<file path="src/rtl/lrd_pkg.sv">
package lrd_pkg;

    // Operation class carried down the reduction tree
    typedef enum logic [2:0] {
        K_SUM = 3'd0,
        K_MIN = 3'd1,
        K_MAX = 3'd2,
        K_AND = 3'd3,
        K_OR  = 3'd4,
        K_XOR = 3'd5
    } kind_e;

    typedef struct packed {
        kind_e kind;
        logic  uns;     // unsigned compare for min/max
    } op_t;

    typedef struct packed {
        logic valid;
        logic illegal;
        op_t  op;
    } ctrl_t;

    localparam op_t OP_NONE = '{kind: K_SUM, uns: 1'b0};

endpackage

</file>
<file path="src/rtl/lrd_decode.sv">
module lrd_decode
    import lrd_pkg::*;
(
    input  logic [6:0] funct7,
    input  logic [2:0] funct3,
    output op_t        op,
    output logic       illegal
);

    logic bad;

    always_comb begin
        op  = '{kind: K_SUM, uns: funct7[6]};
        bad = (funct3 != 3'd0);
        unique case (funct7[5:0])
            6'd0: op.kind = K_SUM;
            6'd1: op.kind = K_MIN;
            6'd2: op.kind = K_MAX;
            6'd3: begin op.kind = K_AND; bad = bad | funct7[6]; end
            6'd4: begin op.kind = K_OR;  bad = bad | funct7[6]; end
            6'd5: begin op.kind = K_XOR; bad = bad | funct7[6]; end
            default: bad = 1'b1;
        endcase
        if (bad) op = OP_NONE;
        illegal = bad;
    end

endmodule

</file>
<file path="src/rtl/lrd_tree_level.sv">
module lrd_tree_level
    import lrd_pkg::*;
#(
    parameter  int W     = 32,
    parameter  int N_IN  = 4,
    parameter  int LANES = 4,
    localparam int N_OUT = N_IN / 2
) (
    input  logic                 clk,
    input  logic                 rst,
    input  ctrl_t                ctrl_d,
    input  logic [LANES-1:0]     mask_d,
    input  logic [N_IN*W-1:0]    data_d,
    output ctrl_t                ctrl_q,
    output logic [LANES-1:0]     mask_q,
    output logic [N_OUT*W-1:0]   data_q
);

    function automatic logic [W-1:0] pair(input op_t op, input logic [W-1:0] a,
                                          input logic [W-1:0] b);
        logic lt;
        lt = op.uns ? (a < b) : ($signed(a) < $signed(b));
        case (op.kind)
            K_SUM:   return a + b;
            K_MIN:   return lt ? a : b;
            K_MAX:   return lt ? b : a;
            K_AND:   return a & b;
            K_OR:    return a | b;
            K_XOR:   return a ^ b;
            default: return a + b;
        endcase
    endfunction

    logic [N_OUT*W-1:0] nxt;

    always_comb begin
        for (int i = 0; i < N_OUT; i++) begin
            nxt[i*W +: W] = pair(ctrl_d.op, data_d[2*i*W +: W], data_d[(2*i+1)*W +: W]);
        end
    end

    always_ff @(posedge clk) begin
        if (rst) begin
            ctrl_q <= '0;
            mask_q <= '0;
            data_q <= '0;
        end else begin
            ctrl_q <= ctrl_d;
            mask_q <= mask_d;
            data_q <= nxt;
        end
    end

    // an illegal marker never travels without its valid bit
    a_r8_illegal_rides_valid: assert property (@(posedge clk) disable iff (rst)
        ctrl_q.illegal |-> ctrl_q.valid);

endmodule

</file>
<file path="src/rtl/warp_reduce_unit.sv">
module warp_reduce_unit
    import lrd_pkg::*;
#(
    parameter  int LANES  = 4,
    parameter  int W      = 32,
    localparam int LEVELS = $clog2(LANES),
    localparam int NODES  = 2 * LANES - 1
) (
    input  logic                 clk,
    input  logic                 rst,
    input  logic                 in_valid,
    input  logic [6:0]           in_funct7,
    input  logic [2:0]           in_funct3,
    input  logic [LANES-1:0]     in_mask,
    input  logic [LANES*W-1:0]   in_rs1,
    output logic [LANES*W-1:0]   out_rd,
    output logic [LANES-1:0]     out_wen,
    output logic                 out_done,
    output logic                 out_illegal
);

    // Node offset of the first word entering tree level l
    function automatic int node_off(input int l);
        return 2 * LANES - 2 * (LANES >> l);
    endfunction

    function automatic logic [W-1:0] neutral(input op_t op);
        case (op.kind)
            K_AND:   return '1;
            K_MIN:   return op.uns ? {W{1'b1}} : {1'b0, {(W-1){1'b1}}};
            K_MAX:   return op.uns ? {W{1'b0}} : {1'b1, {(W-1){1'b0}}};
            default: return '0;
        endcase
    endfunction

    op_t   dec_op;
    logic  dec_illegal;

    lrd_decode u_decode (
        .funct7  (in_funct7),
        .funct3  (in_funct3),
        .op      (dec_op),
        .illegal (dec_illegal)
    );

    logic [NODES*W-1:0] tree;
    ctrl_t              ctrl_c [LEVELS+1];
    logic [LANES-1:0]   mask_c [LEVELS+1];

    assign ctrl_c[0] = '{valid: in_valid, illegal: in_valid & dec_illegal, op: dec_op};
    assign mask_c[0] = in_mask;

    // Inactive lanes enter the tree as the operation's neutral value
    always_comb begin
        for (int i = 0; i < LANES; i++) begin
            tree[i*W +: W] = in_mask[i] ? in_rs1[i*W +: W] : neutral(dec_op);
        end
    end

    for (genvar l = 0; l < LEVELS; l++) begin : g_lvl
        localparam int NI  = LANES >> l;
        localparam int OFI = node_off(l);
        localparam int OFO = node_off(l + 1);
        lrd_tree_level #(.W(W), .N_IN(NI), .LANES(LANES)) u_level (
            .clk    (clk),
            .rst    (rst),
            .ctrl_d (ctrl_c[l]),
            .mask_d (mask_c[l]),
            .data_d (tree[OFI*W +: NI*W]),
            .ctrl_q (ctrl_c[l+1]),
            .mask_q (mask_c[l+1]),
            .data_q (tree[OFO*W +: (NI/2)*W])
        );
    end

    ctrl_t fin;
    assign fin = ctrl_c[LEVELS];

    assign out_done    = fin.valid;
    assign out_illegal = fin.valid & fin.illegal;
    assign out_wen     = (fin.valid && !fin.illegal) ? mask_c[LEVELS] : '0;
    assign out_rd      = {LANES{tree[(NODES-1)*W +: W]}};

    // ---------------- checks ----------------
    logic [LEVELS-1:0] chk_issue_sh;
    always_ff @(posedge clk) begin
        if (rst) chk_issue_sh <= '0;
        else     chk_issue_sh <= (chk_issue_sh << 1) | LEVELS'(in_valid);
    end

    a_r9_done_latency: assert property (@(posedge clk) disable iff (rst)
        out_done == chk_issue_sh[LEVELS-1]);

    a_r8_illegal_no_write: assert property (@(posedge clk) disable iff (rst)
        out_illegal |-> (out_wen == '0) && out_done);

    a_r10_wen_only_on_done: assert property (@(posedge clk) disable iff (rst)
        (out_wen != '0) |-> out_done && !out_illegal);

    a_r1_unsigned_only_arith: assert property (@(posedge clk) disable iff (rst)
        (fin.valid && !fin.illegal && fin.op.uns) |-> (fin.op.kind inside {K_SUM, K_MIN, K_MAX}));

    a_r11_quiet_after_reset: assert property (@(posedge clk)
        $past(rst) |-> !out_done && !out_illegal && (out_wen == '0));

endmodule

</file>
<file path="config.mk">
export PLATFORM = sky130hd
export DESIGN_NAME = warp_reduce_unit
export DESIGN_NICKNAME = d
export VERILOG_FILES = /design/src/rtl/lrd_pkg.sv /design/src/rtl/lrd_decode.sv /design/src/rtl/lrd_tree_level.sv /design/src/rtl/warp_reduce_unit.sv
export SDC_FILE = /design/constraint.sdc
export NUM_CORES = 1
export LEC_CHECK = 0
export ABC_AREA = 1
export BUFFER_PORTS_ARGS = -buffer_cell sky130_fd_sc_hd__buf_2
export CORE_MARGIN = 1
export CORE_UTILIZATION = 35
export DETAILED_ROUTE_END_ITERATION = 10
export MAX_ROUTING_LAYER = met4
export SLEW_MARGIN = 25
export SYNTH_ARGS = -nofsm -noshare
export SYNTH_HDL_FRONTEND = slang
export SYNTH_SLANG_ARGS = --single-unit
</file>
<file path="constraint.sdc">
create_clock -name clk -period 3.2 [get_ports clk]
set_input_delay 0.32 -clock clk [delete_from_list [all_inputs] [get_ports clk]]
set_output_delay 0.32 -clock clk [all_outputs]
set_load 0.02 [all_outputs]
</file>
Word level (Yosys, flattened, before mapping)
Cells that the tools add are included.
{ "totals": {"word_cells": 75, "output_inout_bits": 134, "in_bits": 145, "ff_bits": 112} }
{ "classes": {"reduce_logical": 6, "bitwise": 12, "muxes": 23, "add_sub_neg": 3, "eq_ne": 15, "order_cmp": 6} }
{ "ops": {"columns": ["cell", "count"], "rows": [
  ["32-bit case mux with 5 select lines", 3],
  ["32-bit 2-to-1 mux", 12],
  ["32-bit less-than comparator", 6],
  ["32-bit adder", 3],
  ["32-bit bitwise AND", 3],
  ["32-bit bitwise OR", 3],
  ["32-bit case mux with 3 select lines", 1],
  ["32-bit bitwise XOR", 3],
  ["3-bit case mux with 5 select lines", 1],
  ["3-bit by 2-bit == test with 1-bit output (second input constant)", 4],
  ["3-bit == test (second input constant)", 4],
  ["6-bit by 2-bit == test with 1-bit output (second input constant)", 2],
  ["6-bit by 3-bit == test with 1-bit output (second input constant)", 2],
  ["4-bit 2-to-1 mux", 2],
  ["3-bit by 1-bit == test with 1-bit output (second input constant)", 2],
  ["6-bit by 1-bit == test with 1-bit output (second input constant)", 1],
  ["6-bit logical NOT", 1],
  ["3-bit OR reduction", 2],
  ["1-bit 2-to-1 mux", 3],
  ["3-bit nonzero test", 1],
  ["1-bit bitwise AND", 2],
  ["1-bit case mux with 2 select lines", 1],
  ["1-bit logical AND", 1],
  ["1-bit logical NOT", 1],
  ["1-bit bitwise OR", 1]
]} }

Logic depth before layout (Yosys ltp)
Gate-level depths: netlist (run 1).
{ "logic_depth": {"word_depth": 11, "ltp_mapped": 31, "mapped_depth_nobuf": 29} }

Cells and area by module
Synthesis (run 1) repeated with hierarchy kept, for this count alone.
{ "unflattened": {"hier_cells": 3601, "area_unflattened_um2": 20798.7} }
{ "by_module_without_submodules": {"columns": ["mod", "seq_area_each_um2", "n_inst", "area_each_um2", "cells_per_inst"], "rows": [
  ["lrd_tree_level at g_lvl[0].u_level", 1481.4, 1, 12258.0, 2093],
  ["lrd_tree_level at g_lvl[1].u_level", 840.8, 1, 6339.8, 1074],
  ["warp_reduce_unit", 0.0, 1, 2092.0, 412],
  ["lrd_decode", 0.0, 1, 108.9, 22]
]} }

Least setup slack after synthesis (run 1)
OpenSTA, ideal clock, no wires.
{ "synth_path": {"path_type": "input port to flip-flop", "from": "input in_funct7[5]", "to": "register g_lvl[0].u_level.data_q[52]", "required_time_ps": 3072, "arrival_ps": 3275, "path_buffers": 1, "path_slack_ps": -202, "cell_stages": 23, "setup_ps": 128, "cell_sequence": "nor2_2 -> nand4_1 -> nand2_2 -> nand3_4 -> inv_2 -> nand2_1 -> nand2_1 -> buf_2 -> o21ai_0 -> inv_1 -> ha_1 -> inv_1 -> fa_1 -> nor3_1 -> nor2_1 -> o21ai_1 -> a21oi_1 -> o21ai_0 -> nand2_1 -> nand2_1 -> nor2_1 -> nor2_1 -> nor2_1"} }
{ "synth_via": {"elab_chain_cells": 11, "elab_cells_between_ends": 31, "classes_between": "add/sub (1); order compare (2); eq/ne (10); mux (12); bitwise (3); reduce/logical (3)"} }
{ "synth_lines": {"columns": ["element", "line", "text"], "rows": [
  ["from (decl)", "warp_reduce_unit.sv:12", "input logic [6:0] in_funct7,"],
  ["6-bit by 2-bit == test with 1-bit output, or another cell as far along", "lrd_decode.sv:15", "unique case (funct7[5:0])"],
  ["3-bit OR reduction (no line)", null, null],
  ["1-bit case mux with 2 select lines", "lrd_decode.sv:15", null],
  ["4-bit 2-to-1 mux *", "lrd_decode.sv:24", "if (bad) op = OP_NONE;"],
  ["3-bit by 2-bit == test with 1-bit output, or another cell as far along", "lrd_tree_level.sv:23, warp_reduce_unit.sv:28", null],
  ["32-bit case mux with 3 select lines", "warp_reduce_unit.sv:28", "case (op.kind)"],
  ["32-bit 2-to-1 mux", "warp_reduce_unit.sv:56", "tree[i*W +: W] = in_mask[i] ? in_rs1[i*W +: W] : neutral(dec_op);"],
  ["32-bit less-than comparator", "lrd_tree_level.sv:22", "lt = op.uns ? (a < b) : ($signed(a) < $signed(b));"],
  ["1-bit 2-to-1 mux", "lrd_tree_level.sv:22", null],
  ["32-bit 2-to-1 mux, on equally long branches", "lrd_tree_level.sv:26, lrd_tree_level.sv:25", null],
  ["32-bit case mux with 5 select lines *", "lrd_tree_level.sv:23", "case (op.kind)"],
  ["to (signal assigned)", "lrd_tree_level.sv:50", "data_q <= nxt;"],
  ["to (decl)", "lrd_tree_level.sv:16", "output logic [N_OUT*W-1:0] data_q"]
]} }
Mark *: on every way between the ends. The rest lies on a longest branch, timed or not.
A chain may end at the register's enable or synchronous reset.

Worst setup path in the final report (run 1)
{ "layout_path": {"from": "input in_funct7[2]", "to": "register g_lvl[0].u_level.data_q[28]"} }
The elaborated chain is that of the path after synthesis.

==> flow_summary.json, run 1 <==
{
  "status": "complete, but fails checks",
  "nNetsFinal": 4622,
  "cts.sinks": 112,
  "p_total_uw": 10970,
  "cpPeakStageDelay_ns": 0.31,
  "clockBufferDepth": 2,
  "grt_overflow": 0,
  "core-area_um2": 56820,
  "dr.pass1.iters": 6,
  "htreeDepth": 3,
  "first_global_vias": 23810,
  "fmax_mhz": 307.7,
  "fin_hold_ws_ns": 0.1500,
  "ys.flop_type": "dfxtp_1",
  "cts_buffers": 9,
  "violations": "negative setup slack",
  "setup_slack_ns": -0.05018,
  "arrival_ns": 3.54,
  "syn_inst": 3511,
  "cts.reportedPaths.clkPinSlew_ns": 0.08,
  "crit_type": "in -> reg",
  "fin_crit_sh": 1.016,
  "cap_violations": 0,
  "dieArea_um2": 58890,
  "setup_viol": 13,
  "hold_class": "in -> reg",
  "grt_first_pass_wirelength_um": 135600,
  "leakagePower_uw": 0.01544,
  "cp_num_buf_inv": 7,
  "syn_area_um2": 20270,
  "crit_fanout": 7,
  "synth-seq-cells": 112,
  "grt_max_degree": 66,
  "slew_viol_final": 0,
  "cts_tree": "done",
  "rsz0062_at_grt": "true",
  "die_h_um": 242.7,
  "start_util": 0.3568,
  "endpoint_kind": "register",
  "cpMaxStageDelayCell": "ha_1",
  "ys_seq_area_frac": 0.1106,
  "async_flop_share": 0,
  "cp_top_family": "simple AND/OR/NAND/NOR gates",
  "place_hpwl_um": 67790,
  "vias": 26570,
  "drc": 0,
  "row_count": 87,
  "wl_per_cell_um": 19.19,
  "drt_iter0_markers": 2715,
  "viasPerCell": 5.370,
  "ios": 279,
  "worstPathRequired_ns": 3.49,
  "drive_gt1_frac": 0.3479,
  "clockRootBuffer": "clkbuf_16",
  "synth-edff-count": 0,
  "worstMarginPinSlew_ns": 0.9900,
  "hold_viol_final": 0,
  "routed_wirelength_um": 94970,
  "ctsHoldBuffers": 0,
  "gp_congestion": 0.9943,
  "start_kind": "input port",
  "grt_usage": 0.3014,
  "fin_crit_ns": 3.250,
  "fin_skew_ns": 0.02005,
  "antenna_found_initial": 1,
  "ir_drop_v": 0.0002574,
  "worstSkewPairLatency_ns": 0.42,
  "syn2layout_area_growth_pct": 47.69,
  "synthesis.nets": 3947,
  "port_buffers": 278,
  "synth_area_per_cell_um2": 5.775,
  "slew_headroom": 0.3392,
  "die_w_um": 242.7,
  "ant_nets": 0,
  "power.density_nw_per_um2": 366.2,
  "synth_warnings": 0,
  "synth_cell_types": 48
}
-- cell usage in the layout (no fill, tap or decap), drive strengths merged, types with 2 or more instances in the layout --
| cell type | instances |
|---|---|
| a31oi | 7 |
| nand4 | 27 |
| nor3 | 25 |
| fa | 3 |
| or2 | 17 |
| a21boi | 9 |
| and2 | 2 |
| a211oi | 40 |
| nor2 | 466 |
| o21bai | 7 |
| nor4 | 6 |
| clkbuf | 29 |
| o211a | 4 |
| dfxtp | 112 |
| o21ai | 296 |
| inv | 459 |
| o211ai | 4 |
| nor2b | 3 |
| a221oi | 19 |
| xor2 | 28 |
| bufinv | 2 |
| ha | 288 |
| nand3 | 491 |
| and3 | 2 |
| nand2 | 668 |
| a21oi | 197 |
| buf | 904 |
| xnor2 | 3 |
| o22ai | 37 |
| o221a | 3 |
| o21a | 15 |
| a22oi | 7 |
| a21o | 7 |
-- stage by stage --
step	util	setup WS [ns]	TNS, ns	instances	cell area, µm²
2_1_floorplan	-	0.00008948	0	3511	20350
3_3_place_gp	0.4568	-0.7096	-35.97	4876	25950
3_5_place_dp	0.4568	-0.7532	-37.21	4876	25950
4_1_cts	0.4802	-0.008883	-0.008883	4914	27290
5_1_grt	0.5270	-0.2470	-9.349	4948	29940
6_report	0.5270	-0.05018	-0.3307	4948	29940
-- flip-flops by register name (all words and copies together), names as in the netlist --
| name | count |
|---|---|
| g_lvl.u_level.ctrl_q | 8 |
| g_lvl.u_level.data_q | 96 |
| g_lvl.u_level.mask_q | 8 |
-- power breakdown --
part           switching (µW)  internal (µW)  total [µW]
Sequential                272           1610        1880
Clock                     651            713        1360
Combinational            4570           3160        7720
-- repair_timing --
action	4_1_cts	5_1_grt
endpoints found under the setup margin	60	91
hold endpoints to repair	0	0
pin swaps	27	171
resized for setup	147	572
setup buffers	11	18
gates cloned	11	21
-- worst reg2reg max path: stages, from the launching register on --
cell and delay, ns:
dfxtp_1 0.55, inv_1 0.14, ha_1 0.41, inv_1 0.08
a21oi_1 0.14, o21a_1 0.13, nand2_1 0.06, a21oi_1 0.19
nand2_1 0.12, nand2_4 0.12, nand2_2 0.09, buf_4 0.18
inv_2 0.07, buf_12 0.17, nand2_1 0.07, nand3_1 0.06
nand3_1 0.13, nand2_1 0.14, inv_1 0.07
-- logic make-up (layout without fill, tap and decap cells) --
kind of cell	Yosys count	in the layout	synth area share
AO/OA/AOI/OAI	652	652	0.1801
XOR/XNOR	31	31	0.01339
adder cells (fa/ha/maj)	291	291	0.1807
buffers and inverters	716	1396	0.1571
flip-flops	112	112	0.1106
other	0	1	0
AND/OR/NAND/NOR	1709	1709	0.3581
-- synthesized netlist by cell type (6+ instances only) --
cell	instances	share of area
a211oi_1	40	0.015
a21boi_0	8	0.0030
a21o_1	7	0.0026
a21oi_1	197	0.049
a221oi_1	19	0.0082
a22oi_1	7	0.0026
a31oi_1	7	0.0022
buf_1	13	0.0024
buf_2	64	0.016
buf_4	103	0.038
clkbuf_1	74	0.014
dfxtp_1	112	0.11
ha_1	288	0.18
inv_1	446	0.083
inv_2	11	0.0020
nand2_1	665	0.12
nand3_1	489	0.12
nand4_1	27	0.0083
nor2_1	462	0.086
nor3_1	23	0.0057
nor4_1	6	0.0019
o21a_1	15	0.0056
o21ai_0	270	0.067
o21ai_1	26	0.0064
o21bai_1	7	0.0026
o22ai_1	37	0.011
or2_1	8	0.0025
or2_2	9	0.0028
xor2_1	28	0.012
-- metal layers --
| metal | track usage | share of wire |
|---|---|---|
| met5 | - | 0 |
| met4 | 0.08232 | 0.029 |
| met3 | 0.03605 | 0.083 |
| met2 | 0.4774 | 0.45 |
| met1 | 0.4021 | 0.44 |
-- final cells by class --
type                            count  area [µm²]
Antenna cell                        1       2.502
Clock buffer                       10       239.0
Clock inverter                      6       90.09
Fill cell                        5666       26880
Inverter                          457        1720
Multi-Input combinational cell   2683       17370
Sequential cell                   112        2263
Tap cell                          756       945.9
Timing Repair Buffer              923        7315
-- final timing paths --
kind	cells past startpoint	start	slack (ns)	to
setup / recovery	25	in_funct7[2]	-0.05	g_lvl[0].u_level.data_q[28]$_SDFF_PP0_
hold reg to reg	2	g_lvl[0].u_level.mask_q[3]$_SDFF_PP0_	0.40	g_lvl[1].u_level.mask_q[3]$_SDFF_PP0_
hold / removal	3	in_valid	0.15	g_lvl[0].u_level.ctrl_q[5]$_SDFF_PP0_
setup reg to reg	18	g_lvl[0].u_level.data_q[29]$_SDFF_PP0_	0.15	g_lvl[1].u_level.data_q[23]$_SDFF_PP0_
No activity file was read; power rests on OpenSTA's default activity.
==> run 2: changes to the inputs <==
Clock period 3.2 ns to 2.92 ns, I/O delays scaled along.
==> flow_summary.json, run 2 (same netlist as run 1, synthesis figures left out) <==
{
  "r2r-end": "g_lvl[1].u_level.data_q[28]$_SDFF_PP0_",
  "syn2layout_area_growth_pct": 58.68,
  "dr.pass1.iters": 5,
  "largest_reg_flops": 96,
  "fin_skew_ns": 0.01824,
  "fillerInstances": 5439,
  "drt_iter0_markers": 2531,
  "slew_headroom": 0.3377,
  "crit_fanout": 6,
  "viasPerCell": 5.327,
  "worstPathRequired_ns": 3.18,
  "stdcell_count": 5107,
  "setup_slack_ns": -0.3117,
  "leakagePower_uw": 0.01637,
  "layout_common_cells": "buf_4, nand2_1, nor2_1",
  "final_area_um2": 32170,
  "setup_viol": 64,
  "core-area_um2": 56820,
  "r2r_slack_ns": 0.01,
  "final_common_cell": "buf_4",
  "dieArea_um2": 58890,
  "placedCellCount": 4984,
  "endpoint_kind": "register",
  "violations": "negative setup slack",
  "met1_length_um": 42480,
  "cp_common_cell": "buf_12",
  "cts_buffers": 9,
  "hold_class": "in -> reg",
  "power.density_nw_per_um2": 407.2,
  "reg2reg_depth": 19,
  "clockBufferDepth": 2,
  "port_buffers": 278,
  "ios": 279,
  "die_h_um": 242.7,
  "met2_wirelength_um": 44770,
  "reg_top3": "g_lvl.u_level.data_q x96, g_lvl.u_level.ctrl_q x8, g_lvl.u_level.mask_q x8",
  "ant_nets": 0,
  "hold_viol_final": 0,
  "cpMaxStageDelayCell": "buf_12",
  "r2r-start": "g_lvl[0].u_level.data_q[55]$_SDFF_PP0_",
  "rsz0062_at_grt": "true",
  "cts.reportedPaths.clkPinSlew_ns": 0.09,
  "finalSetupTns_ns": -12.64,
  "grt_usage": 0.3275,
  "ir_drop_v": 0.0002809,
  "crit_type": "in -> reg",
  "wl_per_cell_um": 19.39,
  "gp_congestion": 1.057,
  "start_kind": "input port",
  "startpoint": "in_funct7[5]",
  "drive_gt1_frac": 0.4080,
  "clockRootBuffer": "clkbuf_16",
  "nNetsFinal": 4779,
  "worstMarginPinSlew_ns": 0.9934,
  "setup.worst_path.end": "g_lvl[0].u_level.data_q[51]$_SDFF_PP0_",
  "drc": 0,
  "arrival_ns": 3.49,
  "first_global_vias": 25390,
  "cpPeakStageDelay_ns": 0.19,
  "met3_length_um": 7902,
  "vias": 27210,
  "row_count": 87,
  "grt_overflow": 0,
  "status": "complete, but fails checks",
  "htreeDepth": 3,
  "grt_first_pass_wirelength_um": 146300,
  "slew_viol_final": 0,
  "fmax_mhz": 309.4,
  "top_register": "g_lvl.u_level.data_q",
  "cts.sinks": 112,
  "pre_cts_ws_ns": -0.8489,
  "fin_crit_sh": 1.107,
  "grt_max_degree": 66,
  "place_hpwl_um": 72730,
  "fin_hold_ws_ns": 0.1184,
  "routed_wirelength_um": 99020,
  "placed_area_um2": 27610,
  "die_w_um": 242.7,
  "top_layer": "met4",
  "fin_crit_ns": 3.232,
  "worstSkewPairLatency_ns": 0.41,
  "cts_tree": "done",
  "hp-start": "in_valid",
  "start_util": 0.3568,
  "antenna_found_initial": 1,
  "cap_violations": 0
}
-- run 2: final cells by class --
cell class / count / area [µm²] / share of cell area
Clock inverter: 6 / 70.07 / 0.002178
Multi-Input combinational cell: 2685 / 18040 / 0.5607
Antenna cell: 3 / 7.507 / 0.0002333
Inverter: 457 / 1720 / 0.05347
Timing Repair Buffer: 1078 / 8860 / 0.2754
Tap cell: 756 / 945.9 / 0.02940
Sequential cell: 112 / 2300 / 0.07148
Clock buffer: 10 / 229.0 / 0.007117
-- run 2: critical path, delay by kind of cell --
| kind | cells | cell delay (ns) |
|---|---|---|
| AND/OR/NAND/NOR | 19 | 1.72 |
| buffers and inverters | 9 | 1.10 |
| AO/OA/AOI/OAI | 2 | 0.20 |
| adder cells (fa/ha/maj) | 1 | 0.15 |
-- run 2: how the worst min path moves through the flow --
stage / end / slack [ns] / cells after the start
after floorplan: g_lvl[1].u_level.ctrl_q[4]$_SDFF_PP0_ / 0.39 / 2
after global placement: g_lvl[1].u_level.ctrl_q[5]$_SDFF_PP0_ / 0.39 / 2
after detailed placement: g_lvl[1].u_level.mask_q[2]$_SDFF_PP0_ / 0.39 / 2
after CTS: g_lvl[0].u_level.ctrl_q[5]$_SDFF_PP0_ / 0.09 / 3
after global routing: g_lvl[0].u_level.ctrl_q[5]$_SDFF_PP0_ / 0.12 / 3
final: g_lvl[0].u_level.ctrl_q[5]$_SDFF_PP0_ / 0.12 / 3
-- run 2: metal layers --
| metal | vias to the layer above | track usage |
|---|---|---|
| li1 | 13090 | - |
| met3 | 223 | 0.04379 |
| met5 | - | - |
| met2 | 1224 | 0.5163 |
| met4 | 0 | 0.1228 |
| met1 | 12670 | 0.4239 |
-- run 2: report_power, final --
group | total [µW] | switching, µW | internal, µW
Sequential | 2090 | 317 | 1770
Clock | 1400 | 728 | 673
Combinational | 9610 | 5380 | 4230
Total | 13100 | 6430 | 6670
-- run 2: metrics by stage --
stage | power, µW | utilization
finish | 13100 | 0.5662
detailed placement | 9587 | 0.4860
CTS | 12380 | 0.5462
global placement | 9515 | 0.4860
floorplan | 6701 | -
global route | 13870 | 0.5661
-- run 2: what timing repair did --
| item | in CTS | in global routing |
|---|---|---|
| gates cloned | 27 | 10 |
| pin swaps | 161 | 132 |
| hold buffers | 0 | 0 |
| setup endpoints to repair | 96 | 96 |
| setup buffers | 64 | 14 |
| resized for setup | 502 | 260 |
